[src/rtl/csweep_pkg.sv]
package csweep_pkg;
  typedef enum logic [1:0] {
    SW_IDLE = 2'd0,
    SW_RUN  = 2'd1,
    SW_DONE = 2'd2,
    SW_HALT = 2'd3
  } sweep_st_e;
endpackage

[src/rtl/csweep_rst_sync.sv]
module csweep_rst_sync (
  input  logic clk,
  input  logic rst_n,
  output logic rst_int_n
);
  logic [1:0] sync_q;

  always_ff @(posedge clk or negedge rst_n) begin
    if (!rst_n) begin
      sync_q <= 2'b00;
    end else begin
      sync_q <= {sync_q[0], 1'b1};
    end
  end

  assign rst_int_n = sync_q[1];
endmodule

[src/rtl/csweep_phase.sv]
// One phase group: finds its slots in the line and stretches each started
// slot to a fixed pulse width. Slots advance even when starts are blocked,
// so the grid stays aligned to the line on every line.
module csweep_phase #(
  parameter int H_W     = 11,
  parameter int FIRST   = 2,
  parameter int PERIOD  = 24,
  parameter int LAST    = 1538,
  parameter int PULSE_W = 6
) (
  input  logic           clk,
  input  logic           rst_n,
  input  logic [H_W-1:0] h_pos,
  input  logic           allow,
  output logic           slot_go,
  output logic           pulse
);
  localparam int PW_W = $clog2(PULSE_W + 1);

  logic [H_W-1:0]  slot_q, slot_d;
  logic            slot_ce;
  logic [PW_W-1:0] wid_q, wid_d;
  logic            wid_ce;
  logic            line_head, slot_hit;

  always_comb begin
    line_head = (h_pos == H_W'(1));
    slot_hit  = (h_pos == slot_q) && (h_pos <= H_W'(LAST));
    slot_go   = slot_hit && allow;
    slot_ce   = line_head || slot_hit;
    slot_d    = line_head ? H_W'(FIRST) : (slot_q + H_W'(PERIOD));
    wid_ce    = slot_go || (wid_q != '0);
    wid_d     = slot_go ? PW_W'(PULSE_W) : (wid_q - PW_W'(1));
  end

  always_ff @(posedge clk or negedge rst_n) begin
    if (!rst_n) begin
      slot_q <= H_W'(FIRST);
      wid_q  <= '0;
    end else begin
      if (slot_ce) slot_q <= slot_d;
      if (wid_ce)  wid_q  <= wid_d;
    end
  end

  assign pulse = (wid_q != '0);
endmodule

[src/rtl/csweep_seq.sv]
// Sweep sequencer: start detection, stage counting, completion and abort.
module csweep_seq
  import csweep_pkg::*;
#(
  parameter int H_W        = 11,
  parameter int L_W        = 10,
  parameter int START_LINE = 510,
  parameter int STAGES     = 780
) (
  input  logic           clk,
  input  logic           rst_n,
  input  logic           sweep_en,
  input  logic [L_W-1:0] line_num,
  input  logic [H_W-1:0] h_pos,
  input  logic           first_go,
  input  logic           second_go,
  output logic           allow,
  output logic           done,
  output logic           incomplete
);
  localparam int CNT_W = $clog2(STAGES + 1);

  sweep_st_e        st_q, st_d;
  logic [CNT_W-1:0] cnt_q, cnt_d;
  logic             cnt_ce;
  logic             pair_q, pair_d, pair_ce;
  logic             stage_go, start_ok;

  always_comb begin
    allow    = (st_q == SW_RUN) && sweep_en;
    start_ok = sweep_en && (line_num == L_W'(START_LINE)) && (h_pos == H_W'(1));
    stage_go = second_go && pair_q;
    st_d     = st_q;
    cnt_ce   = 1'b0;
    cnt_d    = cnt_q + CNT_W'(1);
    pair_ce  = 1'b0;
    pair_d   = pair_q;
    unique case (st_q)
      SW_IDLE: begin
        if (start_ok) begin
          st_d    = SW_RUN;
          cnt_ce  = 1'b1;
          cnt_d   = '0;
          pair_ce = 1'b1;
          pair_d  = 1'b0;
        end
      end
      SW_RUN: begin
        if (!sweep_en) begin
          st_d = SW_HALT;
        end else begin
          if (first_go) begin
            pair_ce = 1'b1;
            pair_d  = 1'b1;
          end
          if (stage_go) begin
            cnt_ce  = 1'b1;
            pair_ce = 1'b1;
            pair_d  = 1'b0;
            if (cnt_q == CNT_W'(STAGES - 1)) st_d = SW_DONE;
          end
        end
      end
      SW_DONE: if (!sweep_en) st_d = SW_IDLE;
      SW_HALT: if (sweep_en)  st_d = SW_IDLE;
      default: st_d = SW_IDLE;
    endcase
  end

  always_ff @(posedge clk or negedge rst_n) begin
    if (!rst_n) begin
      st_q   <= SW_IDLE;
      cnt_q  <= '0;
      pair_q <= 1'b0;
    end else begin
      st_q <= st_d;
      if (cnt_ce)  cnt_q  <= cnt_d;
      if (pair_ce) pair_q <= pair_d;
    end
  end

  assign done       = (st_q == SW_DONE);
  assign incomplete = (st_q == SW_HALT);
endmodule

[src/rtl/csweep_gen.sv]
module csweep_gen #(
  parameter int H_W        = 11,
  parameter int L_W        = 10,
  parameter int START_LINE = 510,
  parameter int PERIOD     = 24,
  parameter int FIRST_A    = 2,
  parameter int LAST_A     = 1538,
  parameter int FIRST_B    = 14,
  parameter int LAST_B     = 1550,
  parameter int PULSE_W    = 6,
  parameter int STAGES     = 780
) (
  input  logic           clk,
  input  logic           rst_n,
  input  logic [L_W-1:0] line_num,
  input  logic [H_W-1:0] h_pos,
  input  logic           sweep_en,
  output logic           vs_grp13,
  output logic           vs_grp24,
  output logic           sweep_done,
  output logic           sweep_incomplete
);
  localparam int N_GRP = 2;

  logic             rst_int_n;
  logic             allow;
  logic [N_GRP-1:0] grp_go, grp_pulse;

  csweep_rst_sync u_rst (
    .clk      (clk),
    .rst_n    (rst_n),
    .rst_int_n(rst_int_n)
  );

  csweep_seq #(
    .H_W       (H_W),
    .L_W       (L_W),
    .START_LINE(START_LINE),
    .STAGES    (STAGES)
  ) u_seq (
    .clk       (clk),
    .rst_n     (rst_int_n),
    .sweep_en  (sweep_en),
    .line_num  (line_num),
    .h_pos     (h_pos),
    .first_go  (grp_go[0]),
    .second_go (grp_go[1]),
    .allow     (allow),
    .done      (sweep_done),
    .incomplete(sweep_incomplete)
  );

  for (genvar g = 0; g < N_GRP; g++) begin : g_grp
    localparam int G_FIRST = (g == 0) ? FIRST_A : FIRST_B;
    localparam int G_LAST  = (g == 0) ? LAST_A  : LAST_B;
    csweep_phase #(
      .H_W    (H_W),
      .FIRST  (G_FIRST),
      .PERIOD (PERIOD),
      .LAST   (G_LAST),
      .PULSE_W(PULSE_W)
    ) u_phase (
      .clk    (clk),
      .rst_n  (rst_int_n),
      .h_pos  (h_pos),
      .allow  (allow),
      .slot_go(grp_go[g]),
      .pulse  (grp_pulse[g])
    );
  end

  assign vs_grp13 = grp_pulse[0];
  assign vs_grp24 = grp_pulse[1];
endmodule

[config.mk]
export PLATFORM = sky130hd
export DESIGN_NAME = csweep_gen
export DESIGN_NICKNAME = d
export VERILOG_FILES = /design/src/rtl/csweep_pkg.sv /design/src/rtl/csweep_rst_sync.sv /design/src/rtl/csweep_phase.sv /design/src/rtl/csweep_seq.sv /design/src/rtl/csweep_gen.sv
export SDC_FILE = /design/constraint.sdc
export NUM_CORES = 1
export LEC_CHECK = 0
export BUFFER_PORTS_ARGS = -buffer_cell sky130_fd_sc_hd__buf_2
export CORE_MARGIN = 5
export CORE_UTILIZATION = 58
export DETAILED_ROUTE_END_ITERATION = 10
export GPL_TIMING_DRIVEN = 0
export MAX_ROUTING_LAYER = met4
export PLACE_DENSITY = 0.9
export REMOVE_ABC_BUFFERS = 1
export SLEW_MARGIN = 0
export SYNTH_ARGS = -nofsm -noshare
export SYNTH_HDL_FRONTEND = slang
export SYNTH_SLANG_ARGS = --single-unit
[constraint.sdc]
create_clock -name clk -period 1.35 [get_ports clk]
set_clock_uncertainty 0.1 [all_clocks]
set_input_delay 0 -clock clk [delete_from_list [all_inputs] [get_ports clk]]
set_output_delay 0 -clock clk [all_outputs]
set_load 0.03 [all_outputs]
## Word-level counts from Yosys, hierarchy flattened

Cells that the tools add are included.

- Bits in latches: 0
- Memories kept: 0
- RAM bits: 0
- ROM bits: 0
- Register bits after elaboration: 43

- Multiply operators: 0
- Add/subtract/negate cells: 5
- Bitwise gates (word level): 0
- Multiplexer cells: 26
- Divide/modulo/power cells: 0
- Shifts and indexed selects: 0
- $lt $le $gt $ge: 2
- Reduce and logical (&&, ||, !) cells: 18
- Equal/unequal tests: 15

Operators with widths:

| operator | count |
|---|---|
| $add 11x5->11 const B | 2 |
| $eq 11x11->1 | 2 |
| $le 11x11->1 const B | 2 |
| $mux 11 | 2 |
| $mux 10 | 2 |
| $mux 2 | 6 |
| $eq 11x1->1 const B | 1 |
| $add 10x1->10 const B | 1 |
| $eq 10x10->1 const B | 1 |
| $eq 10x9->1 const B | 1 |
| $mux 1 | 10 |
| $reduce_and 5->1 | 2 |
| $logic_and 1x1->1 | 8 |
| $pmux 2 s4 | 1 |
| $mux 3 | 2 |
| $ne 2x2->1 const B | 3 |
| $pmux 1 s2 | 3 |
| $reduce_bool 3->1 | 2 |
| $sub 3x1->3 const B | 2 |
| $eq 2x2->1 const B | 2 |
| $logic_or 1x1->1 | 4 |
| $ne 3x1->1 const B | 1 |
| $ne 3x2->1 const B | 1 |
| $ne 3x3->1 const B | 1 |
| other kinds (4) | 4 |

## Logic depth before layout (Yosys ltp)

Gate-level depths: netlist of the first run.

- Word-level depth: 8
- Gate-level depth with buffers: 8
- Gate-level depth less buffers: 6

## By module

From an unflattened synthesis of the first run, not the netlist that was laid out.

- Cell total of the unflattened synthesis: 237
- Area, all modules: 2323.5 um2

Modules (own cells, without submodules):

| module | instances | cells each | area each (um2) | sequential area each (um2) |
|---|---|---|---|---|
| csweep_phase (g_grp[1].u_phase) | 1 | 81 | 763.2 | 302.8 |
| csweep_seq | 1 | 75 | 755.7 | 325.3 |
| csweep_phase (g_grp[0].u_phase) | 1 | 78 | 750.7 | 301.5 |
| csweep_rst_sync | 1 | 3 | 53.8 | 50.0 |

## Least setup slack after synthesis of the first run

Ideal clock, no wire load.

- Path type: register to register
- From: register g_grp[1].u_phase.slot_q[1]
- To: register u_seq.cnt_q[4]
- Data arrival time: 1.819 ns
- Path slack: -0.635 ns
- Stages on the path, launching flop included: 7
- Required time: 1.184 ns
- Path buffers: 1
- Library setup time: 0.066 ns
- Cell sequence: dfstp_2 or3_1 a211oi_2 nand4_1 buf_4 or4b_1 nand2_1

- Longest elaborated chain between the ends: 7

Ends and longest elaborated chain:

| element | RTL line | text |
|---|---|---|
| from (decl) | csweep_phase.sv:20 | `logic [H_W-1:0] slot_q, slot_d;` |
| from (signal assigned) | csweep_phase.sv:38 | `slot_q <= H_W'(FIRST);` |
| from (signal assigned) | csweep_phase.sv:41 | `if (slot_ce) slot_q <= slot_d;` |
| $eq 11x11->1 | csweep_phase.sv:28 | `slot_hit = (h_pos == slot_q) && (h_pos <= H_W'(LAST));` |
| $logic_and 1x1->1 | csweep_phase.sv:28 |  |
| $logic_and 1x1->1 | csweep_phase.sv:29 | `slot_go = slot_hit && allow;` |
| $logic_and 1x1->1 | csweep_seq.sv:32 | `stage_go = second_go && pair_q;` |
| $mux 1 | csweep_seq.sv:56 | `if (stage_go) begin` |
| $mux 1 | csweep_seq.sv:49 | `if (!sweep_en) begin` |
| $pmux 1 s2 | csweep_seq.sv:38 | `unique case (st_q)` |
| to (signal assigned) | csweep_seq.sv:77 | `if (cnt_ce) cnt_q <= cnt_d;` |
| to (decl) | csweep_seq.sv:24 | `logic [CNT_W-1:0] cnt_q, cnt_d;` |

No other way between the ends.
A chain may end at the register's enable or synchronous reset.

==> results of run 1 <==
-- what timing repair did --
item | 4_1_cts | 5_1_grt
resized for setup | 57 | 30
gates cloned | 1 | 1
hold buffers | 3 | 0
endpoints found under the setup margin | 37 | 37
pin swaps | 21 | 12
buffers inserted | 23 | 4
hold endpoints to repair | 4 | 0
-- synth_stat cells, types with 3 or more instances --
master	count	area share
nor4_1	5	0.013
nand3_1	7	0.015
xnor2_1	3	0.011
nand2_1	27	0.043
clkbuf_1	6	0.0096
nor3_1	8	0.017
nand2b_1	7	0.019
nand4_1	10	0.027
o311ai_0	3	0.011
xor2_1	17	0.063
ha_1	7	0.037
o41ai_1	4	0.015
dfrtp_1	36	0.38
o211ai_1	7	0.022
or2b_1	6	0.019
inv_1	17	0.027
nor2_1	11	0.018
and2_1	3	0.0080
o21ai_0	5	0.011
mux2i_1	12	0.051
-- state kept, by name (all words and copies together), names as in the netlist --
register	flops
u_seq.pair_q	1
u_rst.sync_q	2
u_seq.cnt_q	10
g_grp.u_phase.slot_q	17
g_grp.u_phase.wid_q	6
u_seq.st_q	2
-- area by class of cell --
cell class              instances  area, um^2
clock buffers                   8        90.1
fillers                       204         713
inverters                      17        63.8
multi-input cells             180        1660
flip-flops and latches         38         960
well taps                      50        62.6
repair buffers                 57         427
-- worst paths after layout --
kind                                         endpoint  cells after the start  slack [ns]                        from
min reg2reg                           u_rst.sync_q[1]                      0        0.26             u_rst.sync_q[0]
max                        g_grp[0].u_phase.slot_q[5]                      7       -0.86  g_grp[1].u_phase.slot_q[1]
min in group asynchronous              u_seq.cnt_q[5]                      0        0.27             u_rst.sync_q[1]
max in group asynchronous  g_grp[0].u_phase.slot_q[3]                      0        0.33             u_rst.sync_q[1]
min                        g_grp[0].u_phase.slot_q[7]                      6        0.20                    h_pos[2]
max reg2reg                g_grp[0].u_phase.slot_q[5]                      7       -0.86  g_grp[1].u_phase.slot_q[1]
-- critical path, delay by kind of cell (launching register included) --
| family | cells | cell delay [ns] |
|---|---|---|
| and+or+nand+nor | 2 | 0.63 |
| DFF | 1 | 0.58 |
| xor gates and xnor gates | 1 | 0.10 |
| AOI/OAI and AO/OA | 2 | 0.33 |
| buffers and inverters | 2 | 0.34 |
-- cells by family after synthesis --
family / after synthesis
flops: 38
mux: 12
compound gates: 38
buf+inv: 27
xor+xnor: 20
simple gates: 100
fa+ha+maj: 7
other cells: 1
-- report_power, final --
part           total, uW  switching [uW]  internal, uW
sequential          1420             148          1270
clock                851             434           417
combinational       1250             659           593
-- layer usage --
metal  share of wire  wire, um
met5               0         0
met4           0.049       397
met3           0.078       633
met2            0.51      4120
met1            0.37      2970
-- per-stage QoR --
| step | area (um^2) | setup TNS (ns) |
|---|---|---|
| floorplan | 2290 | -21.48 |
| global placement | 2490 | -40.86 |
| detailed placement | 2490 | -33.50 |
| CTS | 3030 | -17.28 |
| global route | 3260 | -27.71 |
| finish | 3260 | -25.18 |
==> results.txt, run 1 <==
- Slowest cell on crit path: dfstp_2
- Vias in the first global route: 2298
- In the global route stage, overall resource usage came out at 0.296.
* Layout Area Growth over Synthesis: 38.7%
- # diodes: 0
* Commonest cells after routing, fill and taps aside: 31 x dfrtp_1, 25 x buf_2, 24 x nand2_1, 17 x buf_4, 15 x xor2_1
- The min-delay analysis places its worst path in the category input pin to register.
* Largest stage delay on the critical path: 0.58 ns
* Maxcap violations: 0
* DR vias: 2352
- For the worst setup path, the data arrival time is 2.29 ns.
* Global-route wire length before repair: 11.7 mm
* GRT busiest layer: met2
- Overall power consumption after layout is estimated at 3520 uW.
* Final hold slack: 0.197 ns
- Synthesis handed over a netlist of 243 instances.
* H-tree depth reported by CTS: 2
- Using the TritonRoute via totals, the vias-per-cell ratio works out to 6.72.
- Measured on the finished design, the core utilization comes to 0.820.
- The number of clock buffers added by TritonCTS is 5.
- Count of boundary I/O pins: 28
- Count of routing violations after the opening detailed-route iteration: 319
* Critical path capture point type: register
- The critical path goes through xor2_1 > nor4_2 > nand4_1 > buf_6 > buf_4 > o211ai_1 > o31ai_2.
* Fraction of the mapped netlist area in simple logic gates: 0.241
* Layout cells sized above 1: 0.410
- Kind of start point of the critical path: register
- TritonCTS built the clock tree.
* Result of the run: finished, violations left
- For this run, the detailed router's first-pass iteration total came to 5.
* Main synth FF type: dfrtp_1
* Largest family of logic cells by synthesized area: simple AND/OR/NAND/NOR gates
- Count of distinct cell types in the synthesized netlist: 51
- Measured along the y axis, the die boundary spans 73.6 um.
- The initialized floorplan defines 23 standard-cell rows.
- OpenSTA, run right after detailed placement, puts the worst setup slack at -1.49 ns.
* Synth Area in Compound Gates: 0.135
- Total Die Area: 5420 um^2
* Antenna violations before repair: 0
* Most common library cell in the layout ignoring fill and taps: dfrtp_1
- The hold violation count in the final report is 0.
- Synthesis warning total: 0
* Setup Viol. Count Final: 36
- At the pin with the least slew margin, the transition time is 0.798 ns.
* Fraction of the cycle the final worst path needs: 1.64
- After clock tree synthesis, the clock-pin slew on the worst setup and hold paths is 0.08 ns.
* Final GP Congestion: 0.821
* Clock root buffer: clkbuf_8
- For this run, design rule violations remaining after detail routing come to 0.
* Parity-gate share of the synthesized area counting xor and xnor cells: 0.0746
- Violated checks: negative setup slack
* Total congestion overflow after global routing: 0
- For this design, the sink count on the clock tree is 38.
- Cells after DPL: 310
* Post-synthesis share of cell area spent on full adders, half adders and majority gates: 0.0373
* Category of the critical setup timing path: register to register
- Core area: 3970 um^2
* Highest ir drop seen on vdd: 948 uV
* Final WL: 8.13 mm
- For met2 alone, demand over resource in global routing was 0.489.
- For this run, the register share of the synthesized area comes to 0.406.
* Worst-skew pair later-pin latency: 0.30 ns
- Remaining antenna violation count after routing: 0
* Final setup slack of the worst path: -0.859 ns
- Number of enable-type register cells in the synthesized netlist: 0
- Per-instance average area after synthesis: 9.66 um^2
- Setup repair after global routing could not meet its margin everywhere.
* Worst-path fanout max: 6
- Filler-free cell count of the finished design: 350
- STA puts the critical path data required time at 1.43 ns.
- Worst-case clock buffer depth: 2
* Met1 global-route usage: 0.348
- Maximum achievable frequency: 453 MHz
- Width of the die: 73.6 um
- Average detailed-routed wire length per instance: 23.2 um
- Portion of netlist area occupied by mux cells: 0.0511
- For met3 alone, demand over resource in global routing was 0.0629.
- Counting flops with an async set or reset pin after synthesis yields a share of 1.00.
* Maximum number of pins on one net before global-route repair: 37
- Measured against its own limit, the worst slew margin works out to 0.468.
* Total count of max-transition violations in the final report: 0
- Leakage power: 0.00161 uW
* Clock period minus worst slack: 2.21 ns
- Initial Util: 0.591
- For this design the ratio of total power to cell area is 1080 nW/um^2.
- The wire-length estimate of the detail-placed layout is 3.37 mm.
* Total standard cell area after synthesis: 2350 um^2
- Count of buffers from port buffering: 27
- In the final design database the tool counted 330 nets.
* Number of synthesized register bits: 38
No activity file was read; power rests on OpenSTA's default activity.
==> inputs of run 2 (changes only) <==
==> constraint.sdc (replaced) <==
create_clock -name clk -period 1.35 [get_ports clk]
set_clock_uncertainty 0.1 [all_clocks]
set_input_delay 0 -clock clk [delete_from_list [all_inputs] [get_ports clk]]
set_output_delay 0 -clock clk [all_outputs]
set_load 0.05 [all_outputs]
==> run 2 against run 1 <==
Effect of this change:
- the flow still finishes with violations (negative setup slack)
- wire length grew 0.81%
- register-to-register slack gained 0.04 ns
- sequential share of layout area hardly changed
- flip-flop and latch count unchanged
- first-iteration DRC count grew 23%
- non-clock buffer count shrank 1
- sequential power about the same
- combinational power up 8%
- maximum frequency grew 1.9%
- worst hold slack improved by 0.026 ns
- die area unchanged
- largest cell class unchanged
==> results.txt, run 2 (synthesized netlist as in run 1, its figures left out) <==
- The longest clock path from root to sink contains 2 buffers.
* # diodes: 0
- Entering global routing, the biggest net connects 37 pins.
- The die covers 5420 um^2.
* Result of the run: finished, violations left
* Worst-path fanout max: 4
- Average detailed-routed wire length per instance: 23.5 um
- Ranked by flip-flop count, first place goes to g_grp.u_phase.slot_q.
- Using the TritonRoute via totals, the vias-per-cell ratio works out to 6.91.
- TritonCTS clock tree: built
* Remaining antenna violation count after routing: 0
* Final GP Congestion: 0.821
- Core area: 3970 um^2
* Clock root buffer: clkbuf_8
- Setup Viol. Count Final: 37
* Chip height: 73.6 um
- Category of the critical setup timing path: register to register
- Power spread over the standard cell area amounts to 1110 nW/um^2.
- Final-report hold violation count: 0
- Leaving out fill and tap cells, the most frequent cell in the layout is dfrtp_1.
* Post-route setup TNS: -23.10 ns
- The H-tree generated during clock tree synthesis spans 2 levels.
- The finished cells cover 3250 um^2.
- Commonest cells after routing, fill and taps aside: 31 x dfrtp_1, 24 x nand2_1, 24 x buf_2, 16 x xor2_1, 15 x buf_4
- The tool flagged a number of max-cap violations equal to 0.
* Total iterations of the first detailed-routing run: 5
- Multi-input gate area in the final layout: 1650 um^2
- Clock period minus worst slack: 2.17 ns
- The later pin in the worst-skew pair is clocked with a latency of 0.30 ns.
* Critical path data arrival time: 2.23 ns
- Relative to the synthesized area, the layout overhead comes to 38.5%.
- Final WL: 8.19 mm
- The via count of the first global-routing pass came to 2350.
- Once detailed placement completed, the half-perimeter wirelength came to 3.37 mm.
* Total congestion overflow after global routing: 0
- Detailed routing inserted a total of 2412 vias.
- Count of buffers from port buffering: 27
* Antenna violations before repair: 0
* Highest ir drop seen on vdd: 964 uV
* Max FFs per register: 17
- Largest registers: g_grp.u_phase.slot_q x17, u_seq.cnt_q x10, g_grp.u_phase.wid_q x6
* Worst min-delay path category: input pin to register
- Setup repair after global routing could not meet its margin everywhere.
- In the global route stage, overall resource usage came out at 0.301.
* Placed Area: 2490 um^2
- Width of the die: 73.6 um
- Timing would allow up to 461 MHz.
* Count of standard-cell rows: 23
* Fraction of the cycle the final worst path needs: 1.61
- Violated checks: negative setup slack
- Layout cells sized above 1: 0.408
- Buffers inserted during clock tree synthesis total 5.
* Clk sinks: 38
- Worst-path clk slew: 0.08 ns
* Global-route wire length before repair: 11.9 mm
- Leakage power: 0.00160 uW
- Kind of start point of the critical path: register
- During I/O placement, the number of pins put on the boundary was 28.
* Total count of max-transition violations in the final report: 0
- STA classifies the critical path endpoint as a register.
* Number of nets in the layout: 329
- After layout, the worst setup slack is -0.817 ns.
- The sequential cells in the finished layout cover a total of 960 um^2.
- At the worst endpoint, the required time is 1.41 ns.
- At the pin with the least slew margin, the transition time is 0.825 ns.
* Count of filler cells inserted in the layout: 201
- The detailed router finished its first iteration with 392 violations.
* Initial Util: 0.591
- DRC errors left: 0
- Max-slew headroom at the worst pin: 0.450
-- run 2: stage by stage --
step / worst slack, ns / hold WS [ns] / utilization / power, uW / std cells
floorplan: -1.13 / -0.396 / - / 2030 / 233
global placement: -1.44 / -0.314 / 0.626 / 2200 / 310
detailed placement: -1.49 / -0.313 / 0.626 / 2250 / 310
CTS: -0.581 / 0.0638 / 0.769 / 3350 / 346
global route: -0.860 / 0.222 / 0.819 / 3790 / 349
finish: -0.817 / 0.223 / 0.819 / 3620 / 349
-- run 2: repair_timing --
action                                  4_1_cts  5_1_grt
pin swaps                                    21        9
cloned                                        1        1
endpoints found under the hold margin         4        0
hold buffers                                  3        0
endpoints found under the setup margin       37       38
setup buffers                                24        2
resized for setup                            59       30
-- run 2: critical path, cell delays in order, from the launching register on --
cell and delay (ns):
dfstp_2 0.60, nand3_1 0.12, a211oi_2 0.29, buf_4 0.18, nand4_1 0.14, buf_4 0.21
o311ai_2 0.26, nand3_1 0.13
-- run 2: final cells by class --
class                      instances  share of cell area
tap                               50              0.0192
timing repair buffer              56               0.131
multi-input combinational        180               0.508
inverter                          17              0.0196
sequential                        38               0.295
clock buffer                       8              0.0277
-- run 2: layer usage --
metal | part of all wire | global-route usage
met3 | 0.083 | 0.0670
met2 | 0.50 | 0.492
met4 | 0.066 | 0.145
met1 | 0.35 | 0.347
met5 | 0 | -
-- run 2: worst paths after layout --
| kind | from | to | slack, ns | cells past startpoint |
|---|---|---|---|---|
| min in group asynchronous | u_rst.sync_q[1] | g_grp[1].u_phase.slot_q[5] | 0.27 | 0 |
| setup / recovery | g_grp[1].u_phase.slot_q[1] | u_seq.st_q[0] | -0.82 | 7 |
| hold / removal | h_pos[2] | g_grp[0].u_phase.slot_q[7] | 0.22 | 6 |
| hold reg to reg | u_rst.sync_q[0] | u_rst.sync_q[1] | 0.26 | 0 |
| max in group asynchronous | u_rst.sync_q[1] | g_grp[1].u_phase.slot_q[6] | 0.30 | 0 |
| setup reg to reg | g_grp[1].u_phase.slot_q[1] | u_seq.st_q[0] | -0.82 | 7 |
-- run 2: where the power goes --
part	leakage (uW)	internal, uW	total, uW	switching, uW
Combinational	0.00107	604	1350	748
Clock	0.0000455	417	843	426
Sequential	0.000490	1270	1430	151
==> inputs of run 3 (changes only) <==
--- a/config.mk
+++ b/config.mk
@@ -7,11 +7,11 @@
 export LEC_CHECK = 0
 export BUFFER_PORTS_ARGS = -buffer_cell sky130_fd_sc_hd__buf_2
 export CORE_MARGIN = 5
-export CORE_UTILIZATION = 58
+export CORE_UTILIZATION = 27
 export DETAILED_ROUTE_END_ITERATION = 10
 export GPL_TIMING_DRIVEN = 0
 export MAX_ROUTING_LAYER = met4
-export PLACE_DENSITY = 0.9
+export PLACE_DENSITY = 0.54
 export REMOVE_ABC_BUFFERS = 1
 export SLEW_MARGIN = 0
 export SYNTH_ARGS = -nofsm -noshare
==> constraint.sdc (replaced) <==
create_clock -name clk -period 2.5 [get_ports clk]
set_clock_uncertainty 0.1 [all_clocks]
set_input_delay 0 -clock clk [delete_from_list [all_inputs] [get_ports clk]]
set_output_delay 0 -clock clk [all_outputs]
set_load 0.05 [all_outputs]
==> run 3 against run 2 <==
Effect of this change:
- register-to-register slack better by 0.98 ns
- highest routed layer unchanged
- first-iteration DRC count is 76% lower
- clock power is 47% lower
- the flow now finishes without violations
- critical endpoint is now u_seq.cnt_q[3]
==> results.txt, run 3 (synthesized netlist as in run 1, its figures left out) <==
- The flow ran to the end, and the final reports show no timing, DRC or antenna violations.
- Average detailed-routed wire length per instance: 13.7 um
- Antenna violations before repair: 0
- Required time of the worst setup path: 2.62 ns
- Number of buffers inserted during clock tree synthesis: 5
- Most common library cell in the layout ignoring fill and taps: dfrtp_1
- Final GP Congestion: 0.825
- Worst-path clk slew: 0.08 ns
- On the critical path the largest part of the delay comes from simple AND/OR/NAND/NOR gates.
* Largest registers: g_grp.u_phase.slot_q x17, u_seq.cnt_q x10, g_grp.u_phase.wid_q x6
* Total congestion overflow after global routing: 0
* Pre-CTS worst setup slack: -0.412 ns
- Post-route setup TNS: 0 ns
- Worst-path fanout max: 5
* Highest ir drop seen on vdd: 211 uV
- At the worst endpoint, the arrival time is 2.46 ns.
- Worst-case clock buffer depth: 2
* Fraction of the cycle the final worst path needs: 0.934
- Relative to the synthesized area, the layout overhead comes to 18.4%.
- The via count of the first global-routing pass came to 1914.
* Slowest cell on crit path: or4b_2
- The HPWL after detailed placement is 3.61 mm.
* Clock period minus worst slack: 2.34 ns
* Count of routing violations after the opening detailed-route iteration: 94
* Final setup slack of the worst path: 0.165 ns
- Final hold slack: 0.103 ns
- Worst-margin pin slew: 0.804 ns
- The worst hold path begins at h_pos[0].
- H-tree depth reported by CTS: 2
- Buf+Inv Stages, Crit Path: 1
- Worst-skew pair later-pin latency: 0.29 ns
* TritonCTS clock tree: built
- 0 antenna diodes ended up in the layout.
- Total Die Area: 10700 um^2
* Commonest cells after routing, fill and taps aside: 35 x dfrtp_1, 27 x nand2_1, 27 x buf_2, 17 x inv_1, 17 x xor2_1
* Clock root buffer: clkbuf_8
- The register with the most flip-flops in the layout has 17 of them.
* Remaining antenna violation count after routing: 0
- Setup repair after global routing left no endpoint under its margin.
- Cell-by-cell listing of the critical path: nand3b_1 > nor4_4 > nand4_1 > buf_4 > or4b_2 > nand2_1
- Once placement finished, the instance area stood at 2560 um^2.
* Max-slew headroom at the worst pin: 0.464
- Gr usage total: 0.108
* Kind of start point of the critical path: register
- Final WL: 5.31 mm
- Across the run, the number of max-cap violations was 0.
* DR vias: 1948
* Clk sinks: 38
* Worst min-delay path category: input pin to register
- Largest stage delay on the critical path: 0.62 ns
- For this design the ratio of total power to cell area is 595 nW/um^2.
* Chip height: 103 um
- The final max-slew violation count was 0.
- Before antenna repair, the detailed router went through 4 iterations.
* Maximum number of pins on one net before global-route repair: 37
- For this run, design rule violations remaining after detail routing come to 0.
- With fillers left out, the area of the finished cells amounts to 2780 um^2.
- Leakage power: 0.00128 uW
- Detail-routed via count per cell: 5.01
* Maximum achievable frequency: 428 MHz
- Category of the critical setup timing path: register to register
- 28 I/O pins were placed.
- Core area: 8590 um^2
- In this run the critical register-to-register path is launched from u_seq.st_q[1].
- The net count of the finished layout is 311.
- Setup violations remaining at the end of the flow were counted as 0.
- Layout cells sized above 1: 0.214
- Count of buffers from port buffering: 27
- The hold violation count in the final report is 0.
- Initial Util: 0.273
* Global-route wire length before repair: 8.94 mm
- Count of standard-cell rows: 34
* Biggest register: g_grp.u_phase.slot_q
* Critical path capture point type: register
- Width of the die: 103 um
- In this run the worst setup path begins at u_seq.st_q[1].
## run 3: changes by cell type in the layout (fill, tap and decap cells not counted), sizes merged
| cell | before | now |
|---|---|---|
| nand4 | 13 | 12 |
| clkbuf | 9 | 6 |
| clkinvlp | 0 | 1 |
| buf | 52 | 36 |
| clkinv | 0 | 1 |
## run 3: repair_timing
item	CTS	global route
endpoints found under the hold margin	4	0
setup buffers	4	5
gates resized for setup	1	2
hold buffers	3	0
pin swaps	1	2
gates cloned	1	0
endpoints found under the setup margin	11	15
## run 3: cell type report
| class | instances | area (um^2) |
|---|---|---|
| flip-flops and latches | 38 | 955 |
| fillers | 907 | 5810 |
| inverters | 17 | 63.8 |
| repair buffers | 39 | 233 |
| clock buffers | 6 | 82.6 |
| well taps | 108 | 135 |
| clock inverters | 2 | 12.5 |
| multi-input cells | 179 | 1300 |
## run 3: power by group
part | switching (uW) | leakage, uW | total, uW | internal [uW]
Clock | 226 | 0.0000472 | 448 | 222
Combinational | 285 | 0.000737 | 464 | 179
Sequential | 55.4 | 0.000496 | 743 | 688
## run 3: worst min-delay path, cell delays in order
cell and delay, ns:
buf_2 0.12, nor4_2 0.08, nand4_1 0.10, o211ai_1 0.10
nand2_1 0.06
## run 3: per-stage QoR
step                total power (uW)  cells   util
finish                          1650    389  0.324
global route                    1760    389  0.324
CTS                             1680    384  0.317
detailed placement              1220    368  0.298
global placement                1200    368  0.298
floorplan                       1100    233      -
## run 3: final timing paths
check	cells past startpoint	to	slack [ns]
worst max register to register	6	u_seq.cnt_q[3]	0.16
min in group asynchronous	0	g_grp[0].u_phase.slot_q[8]	0.26
worst max-delay path	6	u_seq.cnt_q[3]	0.16
worst min register to register	0	u_rst.sync_q[1]	0.25
worst min-delay path	5	u_seq.cnt_q[4]	0.10
max in group asynchronous	0	u_seq.cnt_q[5]	1.53
## run 3: routing by layer
layer / global-route usage / part of all wire / vias to the layer above
met3: 0.0168 / 0.029 / 4
met5: - / 0 / -
met1: 0.140 / 0.47 / 959
met2: 0.176 / 0.49 / 38
met4: 0.0299 / 0.011 / 0
li1: - / - / 947
